$ cat src/rtl/ubt_pkg.sv
package ubt_pkg;
  typedef struct packed {
    logic le;
    logic dclk;
    logic ce_n;
    logic oe_n;
  } ubt_ctrl_t;

  localparam int unsigned UBT_SYNC_STAGES = 2;
endpackage

$ cat src/rtl/ubt_edge_det.sv
module ubt_edge_det (
  input  logic clk,
  input  logic rst_n,
  input  logic lvl_i,
  output logic rise_o
);
  logic lvl_q;
  logic lvl_d;

  always_comb begin
    lvl_d  = lvl_i;
    rise_o = lvl_i & ~lvl_q;
  end

  // reset to 1 so a clock already high at release is not an edge
  always_ff @(posedge clk or negedge rst_n) begin
    if (!rst_n) lvl_q <= 1'b1;
    else        lvl_q <= lvl_d;
  end
endmodule

$ cat src/rtl/ubt_rst_sync.sv
module ubt_rst_sync #(
  parameter int unsigned STAGES = 2
) (
  input  logic clk,
  input  logic rst_n,
  output logic ready_o
);
  logic [STAGES-1:0] sync_q;
  logic [STAGES-1:0] sync_d;

  generate
    if (STAGES == 1) begin : g_one
      always_comb sync_d = 1'b1;
    end else begin : g_many
      always_comb sync_d = {sync_q[STAGES-2:0], 1'b1};
    end
  endgenerate

  always_ff @(posedge clk or negedge rst_n) begin
    if (!rst_n) sync_q <= '0;
    else        sync_q <= sync_d;
  end

  assign ready_o = sync_q[STAGES-1];
endmodule

$ cat src/rtl/ubt_path.sv
module ubt_path
  import ubt_pkg::*;
#(
  parameter int unsigned WIDTH = 18
) (
  input  logic             clk,
  input  logic             rst_n,
  input  logic             ready_i,
  input  ubt_ctrl_t        ctrl_i,
  input  logic [WIDTH-1:0] din_i,
  output logic [WIDTH-1:0] dout_o,
  output logic             drive_o
);
  logic             rise;
  logic             load;
  logic [WIDTH-1:0] store_q;
  logic [WIDTH-1:0] store_d;

  ubt_edge_det u_edge (
    .clk    (clk),
    .rst_n  (rst_n),
    .lvl_i  (ctrl_i.dclk),
    .rise_o (rise)
  );

  always_comb begin
    load    = ctrl_i.le | (rise & ~ctrl_i.ce_n);
    store_d = load ? din_i : store_q;
  end

  always_ff @(posedge clk or negedge rst_n) begin
    if (!rst_n) store_q <= '0;
    else        store_q <= store_d;
  end

  assign dout_o  = ctrl_i.le ? din_i : store_q;
  assign drive_o = ready_i & ~ctrl_i.oe_n;

  // transparent phase leaves the last seen input in storage
  a_r5_track: assert property (@(posedge clk) disable iff (!rst_n)
    ctrl_i.le |=> (store_q == $past(din_i)));

  // enabled edge loads the input
  a_r2_capture: assert property (@(posedge clk) disable iff (!rst_n)
    (!ctrl_i.le && ctrl_i.dclk && !$past(ctrl_i.dclk) && !ctrl_i.ce_n && $past(rst_n))
    |=> (store_q == $past(din_i)));

  // no edge in latched mode, storage stable
  a_r3_hold: assert property (@(posedge clk) disable iff (!rst_n)
    (!ctrl_i.le && !(ctrl_i.dclk && !$past(ctrl_i.dclk)) && $past(rst_n))
    |=> $stable(store_q));

  // clock enable high blocks loading
  a_r4_ce_gate: assert property (@(posedge clk) disable iff (!rst_n)
    (!ctrl_i.le && ctrl_i.ce_n) |=> $stable(store_q));
endmodule

$ cat src/rtl/ubt_xcvr.sv
module ubt_xcvr
  import ubt_pkg::*;
#(
  parameter int unsigned WIDTH = 18
) (
  input  logic             clk,
  input  logic             rst_n,
  input  logic [WIDTH-1:0] a_in,
  output logic [WIDTH-1:0] a_out,
  output logic             a_oe,
  input  logic [WIDTH-1:0] b_in,
  output logic [WIDTH-1:0] b_out,
  output logic             b_oe,
  input  logic             ab_le,
  input  logic             ab_clk,
  input  logic             ab_ce_n,
  input  logic             ab_oe_n,
  input  logic             ba_le,
  input  logic             ba_clk,
  input  logic             ba_ce_n,
  input  logic             ba_oe_n
);
  logic      ready;
  logic      ab_drive;
  logic      ba_drive;
  ubt_ctrl_t ab_ctrl;
  ubt_ctrl_t ba_ctrl;

  ubt_rst_sync #(.STAGES(UBT_SYNC_STAGES)) u_rst (
    .clk     (clk),
    .rst_n   (rst_n),
    .ready_o (ready)
  );

  always_comb begin
    ab_ctrl = '{le: ab_le, dclk: ab_clk, ce_n: ab_ce_n, oe_n: ab_oe_n};
    ba_ctrl = '{le: ba_le, dclk: ba_clk, ce_n: ba_ce_n, oe_n: ba_oe_n};
  end

  ubt_path #(.WIDTH(WIDTH)) u_ab (
    .clk     (clk),
    .rst_n   (rst_n),
    .ready_i (ready),
    .ctrl_i  (ab_ctrl),
    .din_i   (a_in),
    .dout_o  (b_out),
    .drive_o (ab_drive)
  );

  ubt_path #(.WIDTH(WIDTH)) u_ba (
    .clk     (clk),
    .rst_n   (rst_n),
    .ready_i (ready),
    .ctrl_i  (ba_ctrl),
    .din_i   (b_in),
    .dout_o  (a_out),
    .drive_o (ba_drive)
  );

  // A-to-B keeps the drive when both directions request it
  assign b_oe = ab_drive;
  assign a_oe = ba_drive & ~ab_drive;

  // no drive while reset is asserted
  a_r8_reset_hiz: assert property (@(posedge clk)
    !rst_n |-> (!a_oe && !b_oe));

  // never both sides driven
  a_r9_one_driver: assert property (@(posedge clk) disable iff (!rst_n)
    $onehot0({a_oe, b_oe}));

  // simultaneous request resolves to A-to-B
  a_r9_priority: assert property (@(posedge clk) disable iff (!rst_n)
    (!ab_oe_n && !ba_oe_n && ready) |-> (b_oe && !a_oe));
endmodule

$ cat config.mk
export PLATFORM = sky130hd
export DESIGN_NAME = ubt_xcvr
export DESIGN_NICKNAME = d
export VERILOG_FILES = /design/src/rtl/ubt_pkg.sv /design/src/rtl/ubt_edge_det.sv /design/src/rtl/ubt_rst_sync.sv /design/src/rtl/ubt_path.sv /design/src/rtl/ubt_xcvr.sv
export SDC_FILE = /design/constraint.sdc
export NUM_CORES = 1
export LEC_CHECK = 0
export BUFFER_PORTS_ARGS = -buffer_cell sky130_fd_sc_hd__buf_2
export CAP_MARGIN = 20
export CORE_UTILIZATION = 53
export DETAILED_ROUTE_END_ITERATION = 10
export GPL_TIMING_DRIVEN = 0
export PLACE_DENSITY = 0.85
export SLEW_MARGIN = 15
export SYNTH_ARGS = -nofsm -noshare
export SYNTH_HDL_FRONTEND = slang
export SYNTH_SLANG_ARGS = --single-unit
$ cat constraint.sdc
create_clock -name clk -period 2.45 [get_ports clk]
set_input_delay 0.245 -clock clk [delete_from_list [all_inputs] [get_ports clk]]
set_output_delay 0.245 -clock clk [all_outputs]
set_load 0.02 [all_outputs]
==> key figures, run 1 <==
Status
  • Status: completed

Synthesis
  • Post-synthesis sequential area ratio: 43.1%
  • FFs w/ async S/R, synth: 100%
  • Synthesized flop and latch total: 40
  • Most numerous cell in the Yosys netlist: nand2_1
  • Number of synthesized flops with an enable pin: 0
  • Distinct cells, synth: 13
  • Post-synth top cells: nand2_1, dfrtp_1, nand2b_1, nand4bb_1, o211ai_1
  • Syn_area_per_cell: 9.47 um^2
  • Synth top area cells: dfrtp_1, nand4bb_1, nand2_1, o211ai_1, nand2b_1
  • Mapped Area: 2330 um^2
  • Cell type with the largest total area after synthesis: dfrtp_1
  • Most used DFF post-synth: dfrtp_1
  • Post-synth top area share: 40.8%
  • Mapped Cells: 246
  • Synth warn: 0
  • Mapped Nets: 292

Route
  • Pre-antenna DRT Iters: 4
  • Vias/cell: 5.61
  • DR vias: 2147
  • ANT nets after route: 0
  • Average wire per standard cell: 14.2 um
  • Final wirelength: 5440 um
  • Post-route DRC: 0
  • Drt initial violations: 148

Timing
  • Endpoints failing setup: 0
  • Hold Fails Final Rpt: 0
  • Max-slew violations: 0
  • TNS Setup: 0 ns
  • Tmin final: 1.66 ns
  • Actual slew at the worst max-slew pin: 0.887 ns
  • RSZ-0062 raised after global routing: false
  • Max-slew headroom: 40.8%
  • F_max: 601 MHz
  • Worst clock skew: 0.00597 ns
  • Final cycle utilization of the critical path: 67.9%

Global route
  • Vias in the first global route: 1904
  • Initial antenna violation count: 0
  • Largest net degree at the start of global routing: 41
  • Tot GR Track Use: 24.5%
  • First-pass GRT wire length: 8370 um
  • Grt ovf: 0

Floorplanning
  • Rows: 23
  • Core ar.: 4120 um^2
  • Die width: 68.3 um
  • Die span in y: 68.3 um
  • Die area: 4660 um^2
  • I/O Pins: 84
  • Initial Util: 56.6%

Clock network
  • Post-CTS Hold Buffers: 0
  • Clock sinks: 40
  • Clock Path Buffers: 2
  • Worst-Skew Late Latency: 0.28 ns
  • H-tree lvl count: 2
  • Post_cts resized: 0
  • Post-CTS Setup Bufs: 0
  • Clk slew on worst S/H paths: 0.07 ns
  • TritonCTS buffer count: 5
  • Clock root cell: clkbuf_8
  • CTS tree: built

Critical path
  • Reg2Reg Depth: 4
  • WP data required: 2.20 ns
  • CP Capture Type: output pin
  • Arrival @ worst endpoint: 1.42 ns
  • Reg-to-reg startpoint: u_ab.u_edge.lvl_q
  • Critical path launch point type: input pin
  • CP Max Fanout: 10
  • Worst r2r dst: u_ab.store_q[17]
  • Reg2reg setup slack: 1.00 ns
  • Critical path type: input pin to output pin

Cells and area
  • Finished Cell Area: 2880 um^2
  • Ant. Diodes: 0
  • Area Growth Syn to Fin: 23.5%
  • Layout cells sized above 1: 29.7%
  • Nets: 378

Job
  • Max-Cap Viols: 0

Power
  • Worst IR Drop VDD: 0.306 mV
  • PD cells: 558 nW/um^2
  • Leak: 1.38 nW

Place
  • # port buffers: 79
  • GP Congestion: 0.781
  • DP Area: 2790 um^2
  • Post-DP HPWL: 3880 um

Min path
  • Min-Delay Path Class: input pin to async pin
per-layer routing:
| layer | global-route usage (%) | vias up | routed length [um] |
|---|---|---|---|
| met5 | 0 | - | 0 |
| met4 | 7.81 | 0 | 23 |
| met3 | 6.50 | 2 | 354 |
| met2 | 40.1 | 83 | 2650 |
| met1 | 31.3 | 1011 | 2410 |
| li1 | - | 1051 | - |
worst max path at each step:
stage	start	endpoint	slack, ns
after global routing	ba_le	a_out[8]	0.65
after floorplan	ba_le	a_out[0]	1.17
after global placement	ba_le	a_out[6]	0.83
final	ba_le	a_out[7]	0.79
after detailed placement	ba_le	a_out[5]	0.78
after CTS	ba_le	a_out[7]	0.77
flip-flops by register name, summed over array words and instances, names as in the netlist:
name               flops
u_ab.store_q          18
u_ab.u_edge.lvl_q      1
u_ba.store_q          18
u_ba.u_edge.lvl_q      1
u_rst.sync_q           2
critical path: stages:
cell	delay, ns
clkbuf_1	0.29
buf_2	0.29
buf_2	0.26
nand2_1	0.09
nand2_1	0.08
buf_2	0.16
layout by cell type (no fill, tap or decap):
cell / netlist / layout
buf_2: 8 / 87
buf_6: 2 / 2
clkbuf_1: 10 / 12
clkbuf_8: 0 / 6
conb_1: 1 / 1
dfrtp_1: 38 / 38
dfstp_2: 2 / 2
nand2_1: 73 / 73
nand2b_1: 36 / 36
nand4bb_1: 36 / 36
nor2_1: 1 / 1
nor2b_1: 1 / 1
nor3b_4: 2 / 2
o211ai_1: 36 / 36
final cells by class:
class / count / area [um^2]
Sequential cell: 40 / 1000
Timing Repair Buffer: 79 / 395
Clock buffer: 8 / 90.1
Tap cell: 50 / 62.6
Multi-Input combinational cell: 186 / 1230
Fill cell: 319 / 1240
Buffer: 20 / 100
per-stage QoR:
stage	power [mW]	instances	utilization (%)	setup WS (ns)	hold WS (ns)
floorplan	1.01	246	-	1.17	-0.0506
global placement	1.16	375	67.7	0.834	0.335
detailed placement	1.17	375	67.7	0.776	0.341
CTS	1.62	383	69.9	0.767	0.105
global route	1.70	383	69.9	0.655	0.138
finish	1.61	383	69.9	0.787	0.0803
cells by family after synthesis:
logic type,Yosys count,share of synthesized area [%]
other,1,0.161
AOI/OAI and AO/OA,36,11.6
and+or+nand+nor,149,40.9
buffers and inverters,20,4.30
DFF,40,43.1
power breakdown:
part           internal, mW  switching, mW  total (mW)
clock                 0.230          0.220       0.450
combinational         0.163          0.249       0.413
sequential            0.726         0.0187       0.745
total                  1.12          0.488        1.61
No activity file was read; power rests on OpenSTA's default activity.
==> inputs of run 2 (changes only) <==
- CORE_UTILIZATION: 53 -> 50
- PLACE_DENSITY: 0.85 -> 0.8
- clock period: 2.45 -> 1.6 ns (I/O delays scaled with it)
==> key figures, run 2 (synthesized netlist as in run 1, its figures left out) <==
Cells and area
  • Filler cells: 347
  • Nets: 378
  • Ant. Diodes: 0
  • Top Registers: u_ab.store_q: 18 flops, u_ba.store_q: 18 flops, u_rst.sync_q: 2 flops
  • Layout cells sized above 1: 30.0%
  • Commonest non-fill, non-tap cells in the layout: buf_2, nand2_1, dfrtp_1
  • Area Growth Syn to Fin: 24.1%
  • Layout Cells excl Fill: 385
  • Most common cell after layout, fill and taps aside: buf_2

Timing
  • Max-slew violations: 0
  • Final cycle utilization of the critical path: 90.8%
  • Endpoints failing setup: 0
  • Max-slew headroom: 39.8%
  • RSZ-0062 raised after global routing: false
  • F_max: 688 MHz
  • Hold Fails Final Rpt: 1
  • Fin Hold WS: -0.000445 ns
  • Actual slew at the worst max-slew pin: 0.903 ns
  • TNS Setup: 0 ns
  • Worst clock skew: 0.00382 ns
  • Tmin final: 1.45 ns

Clock network
  • Clock sinks: 40
  • Post-CTS Setup Bufs: 0
  • Clock Path Buffers: 2
  • Worst-Skew Late Latency: 0.28 ns
  • Post_cts resized: 0
  • CTS tree: built
  • Post-CTS Hold Buffers: 0
  • H-tree lvl count: 2
  • Clk slew on worst S/H paths: 0.08 ns
  • Clock root cell: clkbuf_8
  • TritonCTS buffer count: 5

Place
  • GP Congestion: 0.762
  • # port buffers: 79
  • Cells after DPL: 377
  • Post-DP HPWL: 3720 um

Floorplanning
  • Rows: 24
  • Die area: 4940 um^2
  • Die width: 70.3 um
  • Initial Util: 52.8%
  • Die span in y: 70.3 um
  • I/O Pins: 84
  • Core ar.: 4410 um^2

Route
  • Vias/cell: 5.46
  • ANT nets after route: 0
  • Post-route DRC: 0
  • Average wire per standard cell: 13.6 um
  • Pre-antenna DRT Iters: 4
  • Drt initial violations: 113
  • DR vias: 2103
  • Final wirelength: 5240 um

Power
  • Worst IR Drop VDD: 0.486 mV
  • PD cells: 861 nW/um^2
  • Leak: 1.39 nW

Critical path
  • Slowest cell on the critical path: buf_2
  • CP Capture Type: output pin
  • Arrival @ worst endpoint: 1.29 ns
  • WP data required: 1.44 ns
  • CP Max Fanout: 10
  • Most frequent CP cell: buf_2
  • Worst path max stage delay: 0.28 ns
  • Worst-path cell chain: clkbuf_1 -> buf_2 -> buf_2 -> nand2_1 -> nand2_1 -> buf_2
  • Critical path launch point type: input pin
  • Critical path type: input pin to output pin

Min path
  • Min-Delay Path Class: input pin to async pin

Global route
  • First-pass GRT wire length: 8890 um
  • Vias in the first global route: 1961
  • Largest net degree at the start of global routing: 41
  • Grt ovf: 0
  • Initial antenna violation count: 0
  • Tot GR Track Use: 22.1%

Job
  • Max-Cap Viols: 0

Status
  • Status: complete, but fails checks
  • Failing checks: hold timing
[run 2: metal layers]
layer | track usage (%) | wire (um) | part of all wire, % | up-vias
li1 | - | - | - | 1048
met1 | 30.6 | 2420 | 46 | 970
met2 | 35.4 | 2450 | 47 | 79
met3 | 4.33 | 320 | 6.1 | 6
met4 | 6.00 | 45 | 0.86 | 0
met5 | 0 | 0 | 0 | -
[run 2: path summary, 6_finish.rpt]
kind | from | to | slack, ns | cells after the start
setup / recovery | ab_le | b_out[11] | 0.15 | 6
min in group clk | ba_clk | u_ba.u_edge.lvl_q | 0.06 | 1
max in group asynchronous | rst_n | u_ab.store_q[8] | 1.03 | 1
hold / removal | rst_n | u_ba.store_q[3] | -0.0004 | 1
setup reg to reg | u_ba.u_edge.lvl_q | u_ba.store_q[15] | 0.16 | 4
hold reg to reg | u_rst.sync_q[0] | u_rst.sync_q[1] | 0.38 | 0
[run 2: final cells by class]
class | instances | area, um^2 | share of cell area (%)
tap | 52 | 65.1 | 2.25
timing repair buffer | 79 | 395 | 13.7
clock buffer | 8 | 100 | 3.46
multi-input combinational | 186 | 1230 | 42.4
buffer | 20 | 100 | 3.46
sequential | 40 | 1000 | 34.7
[run 2: worst max-delay path: cells and delay by family]
kind,cells,cell delay (ns)
AND/OR/NAND/NOR,2,0.18
buffers and inverters,4,0.94
[run 2: per-stage QoR]
stage               util [%]  area, um^2  hold WS (ns)  worst slack, ns  power [mW]
global placement        63.2        2790         0.333            0.140        1.78
detailed placement      63.2        2790         0.345            0.132        1.79
global route            65.5        2890        0.0604           0.0450        2.62
CTS                     65.5        2890        0.0361            0.131        2.52
floorplan                  -        2330        -0.136            0.376        1.55
finish                  65.5        2890     -0.000445            0.147        2.49
[run 2: where the power goes]
| part | internal (mW) | total (mW) | leakage [nW] | switching (mW) |
|---|---|---|---|---|
| registers | 1.11 | 1.14 | 0.477 | 0.0272 |
| clock network | 0.394 | 0.724 | 0.0515 | 0.330 |
| logic | 0.250 | 0.627 | 0.858 | 0.377 |
| total | 1.76 | 2.49 | 1.39 | 0.735 |
